## src/rtl/rtd_pkg.sv

```systemverilog
package rtd_pkg;
  typedef enum logic [1:0] {
    ST_HDR = 2'd0,
    ST_LEN = 2'd1,
    ST_DAT = 2'd2
  } rtd_state_e;
endpackage

```

## src/rtl/rtd_hdr_split.sv

```systemverilog
module rtd_hdr_split #(
  parameter int unsigned DATA_W = 8,
  localparam int unsigned ADDR_W = DATA_W - 2
) (
  input  logic [DATA_W-1:0] hdr_i,
  output logic [ADDR_W-1:0] addr_o,
  output logic              write_o,
  output logic              stream_o
);
  assign addr_o   = hdr_i[DATA_W-1:2];
  assign write_o  = hdr_i[1];
  assign stream_o = hdr_i[0];
endmodule

```

## src/rtl/rtd_burst_cnt.sv

```systemverilog
module rtd_burst_cnt #(
  parameter int unsigned W = 8
) (
  input  logic         clk_i,
  input  logic         rst_ni,
  input  logic         clear_i,
  input  logic         load_i,
  input  logic [W-1:0] load_val_i,
  input  logic         dec_i,
  output logic         one_o
);
  logic [W-1:0] cnt_q;

  always_ff @(posedge clk_i or negedge rst_ni) begin
    if (!rst_ni)                      cnt_q <= '0;
    else if (clear_i)                 cnt_q <= '0;
    else if (load_i)                  cnt_q <= load_val_i;
    else if (dec_i && cnt_q != '0)    cnt_q <= cnt_q - 1'b1;
  end

  assign one_o = (cnt_q == {{(W-1){1'b0}}, 1'b1});
endmodule

```

## src/rtl/reg_txn_decoder.sv

```systemverilog
module reg_txn_decoder
  import rtd_pkg::*;
#(
  parameter int unsigned DATA_W = 8,
  localparam int unsigned ADDR_W = DATA_W - 2
) (
  input  logic              clk_i,
  input  logic              rst_ni,
  input  logic              abort_i,
  input  logic              xchg_valid_i,
  input  logic [DATA_W-1:0] mosi_i,
  input  logic [DATA_W-1:0] miso_i,
  output logic              rec_valid_o,
  output logic              rec_write_o,
  output logic              rec_stream_o,
  output logic              rec_empty_o,
  output logic [ADDR_W-1:0] rec_addr_o,
  output logic [DATA_W-1:0] rec_data_o,
  output logic              rec_first_o,
  output logic              rec_last_o
);
  rtd_state_e state_q, state_d;

  logic [ADDR_W-1:0] hdr_addr, addr_q;
  logic              hdr_wr, hdr_str, wr_q, str_q, first_q;
  logic              accept, cnt_one;

  logic              emit, d_empty, d_first, d_last;
  logic [DATA_W-1:0] d_data;

  assign accept = xchg_valid_i && !abort_i;

  rtd_hdr_split #(.DATA_W(DATA_W)) u_split (
    .hdr_i   (mosi_i),
    .addr_o  (hdr_addr),
    .write_o (hdr_wr),
    .stream_o(hdr_str)
  );

  rtd_burst_cnt #(.W(DATA_W)) u_cnt (
    .clk_i     (clk_i),
    .rst_ni    (rst_ni),
    .clear_i   (abort_i),
    .load_i    (accept && state_q == ST_LEN),
    .load_val_i(mosi_i),
    .dec_i     (accept && state_q == ST_DAT && str_q),
    .one_o     (cnt_one)
  );

  always_comb begin
    state_d = state_q;
    emit    = 1'b0;
    d_empty = 1'b0;
    d_first = 1'b0;
    d_last  = 1'b0;
    d_data  = '0;
    if (abort_i) begin
      state_d = ST_HDR;
    end else if (xchg_valid_i) begin
      unique case (state_q)
        ST_HDR: state_d = hdr_str ? ST_LEN : ST_DAT;
        ST_LEN: begin
          if (mosi_i == '0) begin
            // zero-count burst: one marker record, no data phase
            emit    = 1'b1;
            d_empty = 1'b1;
            d_first = 1'b1;
            d_last  = 1'b1;
            state_d = ST_HDR;
          end else begin
            state_d = ST_DAT;
          end
        end
        ST_DAT: begin
          emit    = 1'b1;
          d_data  = wr_q ? mosi_i : miso_i;
          d_first = first_q;
          d_last  = !str_q || cnt_one;
          if (d_last) state_d = ST_HDR;
        end
        default: state_d = ST_HDR;
      endcase
    end
  end

  always_ff @(posedge clk_i or negedge rst_ni) begin
    if (!rst_ni) begin
      state_q <= ST_HDR;
      addr_q  <= '0;
      wr_q    <= 1'b0;
      str_q   <= 1'b0;
      first_q <= 1'b1;
    end else begin
      state_q <= state_d;
      if (accept && state_q == ST_HDR) begin
        addr_q <= hdr_addr;
        wr_q   <= hdr_wr;
        str_q  <= hdr_str;
      end
      if (state_q != ST_DAT) first_q <= 1'b1;
      else if (emit)         first_q <= 1'b0;
    end
  end

  always_ff @(posedge clk_i or negedge rst_ni) begin
    if (!rst_ni) begin
      rec_valid_o  <= 1'b0;
      rec_write_o  <= 1'b0;
      rec_stream_o <= 1'b0;
      rec_empty_o  <= 1'b0;
      rec_addr_o   <= '0;
      rec_data_o   <= '0;
      rec_first_o  <= 1'b0;
      rec_last_o   <= 1'b0;
    end else begin
      rec_valid_o <= emit;
      if (emit) begin
        rec_write_o  <= wr_q;
        rec_stream_o <= str_q;
        rec_empty_o  <= d_empty;
        rec_addr_o   <= addr_q;
        rec_data_o   <= d_data;
        rec_first_o  <= d_first;
        rec_last_o   <= d_last;
      end
    end
  end
endmodule

```

## config.mk

```make
export PLATFORM = sky130hd
export DESIGN_NAME = reg_txn_decoder
export DESIGN_NICKNAME = d
export VERILOG_FILES = /design/src/rtl/rtd_pkg.sv /design/src/rtl/rtd_hdr_split.sv /design/src/rtl/rtd_burst_cnt.sv /design/src/rtl/reg_txn_decoder.sv
export SDC_FILE = /design/constraint.sdc
export NUM_CORES = 1
export LEC_CHECK = 0
export ABC_AREA = 1
export BUFFER_PORTS_ARGS = -buffer_cell sky130_fd_sc_hd__buf_2
export CORE_MARGIN = 5
export CORE_UTILIZATION = 30
export DETAILED_ROUTE_END_ITERATION = 10
export GPL_ROUTABILITY_DRIVEN = 0
export HOLD_SLACK_MARGIN = 0.08
export PLACE_DENSITY_LB_ADDON = 0.08
export SLEW_MARGIN = 25
export SYNTH_ARGS = -nofsm -noshare
export SYNTH_HDL_FRONTEND = slang
export SYNTH_SLANG_ARGS = --single-unit
```

## constraint.sdc

```tcl
create_clock -name clk_i -period 2.2 [get_ports clk_i]
set_input_delay 0 -clock clk_i [delete_from_list [all_inputs] [get_ports clk_i]]
set_output_delay 0 -clock clk_i [all_outputs]
set_load 0.1 [all_outputs]
```

==> flow_summary.json <==
{
  "grt.met1_usage": 0.176,
  "wl_um": 5280,
  "rows": 30,
  "clkLatencyLatePin_ps": 290,
  "die_h_um": 93.9,
  "cts-root-buf": "clkbuf_8",
  "final_cell_mix": "nand2_1, dfrtp_1, buf_2, inv_1, nor2_1",
  "synth_fa_ha_area_frac": 0.0356,
  "chipWidth_um": 93.9,
  "grt_pass1_vias": 1854,
  "grt_max_degree": 40,
  "cts_hold_buf": 12,
  "seq_area_frac_synth": 0.463,
  "wl_per_cell_um": 12.5,
  "hold_viol_final": 0,
  "cts_setup_buffers": 0,
  "final.setup_skew_ps": 3.73,
  "die_area_um2": 8810,
  "top_usage_layer": "met2",
  "ir_drop_uv": 257,
  "post_cts_resized": 0,
  "met3_usage": 0.0304,
  "antenna_cells": 0,
  "arrival_ps": 1930,
  "critPathMaxFanout": 12,
  "drc": 0,
  "max_freq_mhz": 590,
  "synth-simple-area-share": 0.336,
  "start_util": 0.309,
  "outcome": "finished, final reports clean",
  "clkTransAtPathRegs_ps": 80,
  "crit_required_ps": 2440,
  "synth_area_leader_cell": "dfrtp_1",
  "numCtsBuffers": 5,
  "syn-cell-area_um2": 2110,
  "dpl_cell_area_um2": 2380,
  "critPathCaptureType": "flop",
  "tightest_slew_ps": 525,
  "synthMuxAreaShare": 0,
  "critical_path_class": "reg2reg",
  "r2r_slack_ps": 500,
  "slew_viol_final": 0,
  "cts_tree": "built",
  "final.setup.worst_slack_ps": 504,
  "dp_slack_ps": 518,
  "dpl.hpwl_um": 3840,
  "start_kind": "flop",
  "reg2reg_from": "state_q[1]",
  "finalInstanceArea_um2": 2640,
  "io_pins": 40,
  "syn_avg_cell_area_um2": 7.67,
  "core_region_area_um2": 6830,
  "yosysWarnings": 0,
  "slew_headroom": 0.650,
  "clock-sinks": 39,
  "synth_top_family_by_area": "simple AND/OR/NAND/NOR gates",
  "dr.pass1.iters": 4,
  "startpoint": "state_q[1]",
  "port_buffers": 39,
  "finalCritPeriodShare": 0.771,
  "setup_tns_ps": 0,
  "yosys.area_share.xor_xnor": 0.00415,
  "worst_r2r_endpoint": "u_cnt.cnt_q[2]",
  "grt_setup_unrepaired": "no",
  "grt-ovfl-total": 0,
  "vias": 1859,
  "hp-class": "in2reg",
  "syn_nets": 301,
  "syn2layout_area_growth_pct": 25.1,
  "crit_end": "u_cnt.cnt_q[2]",
  "max-cap-violations": 0,
  "ant_nets": 0,
  "setup-violations-final": 0,
  "final_common_cell": "nand2_1",
  "grt_antenna_before_repair": 0,
  "grt_pass1_wl_um": 9080,
  "vias_per_cell": 4.38,
  "ys_ff_latch": 39,
  "synth_top_area_share": 0.451,
  "ys_top_cells_by_area": "dfrtp_1, nand2_1, inv_1",
  "p_leak_nw": 1.43,
  "grtUsageTotal": 0.131,
  "holdCritStartpoint": "miso_i[0]",
  "synth_cells": 275,
  "drt_iter0_drc": 46,
  "clock_path_buffers": 2,
  "h-tree-depth": 2,
  "drive_above_1_share": 0.195,
  "finalCriticalPeriod_ps": 1700,
  "r2r_cells": 7,
  "yosysUniqueCellTypes": 24,
  "synth_compound_area_frac": 0.0842,
  "nets": 353,
  "grtUsageMet2": 0.209,
  "power_density_nw_per_um2": 859
}
## registers in the layout, indices dropped and copies added (netlist names), 2 cells and up
name and count:
rec_data_o 8, u_cnt.cnt_q 8, addr_q 6, rec_addr_o 6, state_q 2
## report_power, final
part | total [W] | switching [W] | internal, W
combinational | 0.000674 | 0.000523 | 0.000151
clock | 0.000722 | 0.000268 | 0.000454
sequential | 0.000871 | 0.0000688 | 0.000802
total | 0.00227 | 0.000861 | 0.00141
## routing by layer
| metal | wire length [um] | vias up |
|---|---|---|
| met2 | 2340 | 33 |
| met3 | 211 | 7 |
| li1 | - | 967 |
| met1 | 2660 | 852 |
| met5 | 0 | - |
| met4 | 69 | 0 |
## how the worst min path moves through the flow
stage / endpoint / slack, ps / depth (start not counted)
2_1_floorplan: addr_q[0] / -300 / 0
3_3_place_gp: rec_valid_o / 200 / 1
3_5_place_dp: rec_valid_o / 190 / 1
4_1_cts: rec_data_o[7] / 80 / 5
5_1_grt: rec_data_o[5] / 100 / 5
6_report: rec_data_o[0] / 70 / 5
## critical path, cell delays in order, from the launching register on
cell and delay (ps):
dfrtp_1 380, inv_1 70, ha_1 230, nand2_1 390, inv_1 240, o21ai_0 210
nand2_1 70, nand2_1 60
## cell usage after synthesis
cell and n:
inv_1 27, clkbuf_1 3, a211oi_1 8, nand3_4 1, buf_6 2, dfstp_2 1, nor2_2 1, nand3_1 17
nand4_1 3, nand3_2 2, xnor2_1 1, nand2_1 113, ha_1 6, nand2_2 1, dfrtp_1 38, nand2_4 1
o21ai_0 16, o21ai_2 1, a31oi_1 2, nor2_4 4, buf_4 1, nor2_1 20, a21oi_4 1, inv_2 5
## kinds of logic (layout without fill, tap and decap cells)
| kind of cell | after synthesis | count (layout) |
|---|---|---|
| buf+inv | 38 | 91 |
| compound gates | 28 | 28 |
| flops | 39 | 39 |
| simple gates | 163 | 163 |
| xor+xnor | 1 | 1 |
| fa+ha+maj | 6 | 6 |
## stage by stage
step                      hold slack, ps  utilization  std cells  total power, W
after floorplan                     -296            -        275         0.00141
after global placement               195        0.349        404         0.00155
after detailed placement             189        0.349        404         0.00155
after CTS                           80.4        0.386        424         0.00230
after global routing                95.7        0.386        424         0.00239
final                               75.0        0.386        424         0.00227
## layout make-up
type                       count  area (um^2)
sequential                    39          977
fill                         766         4190
timing repair buffer          51          318
tap                           96          120
inverter                      32          120
clock inverter                 2         60.1
multi-input combinational    198          971
clock buffer                   6         72.6
(Power assumes the default switching activity.)
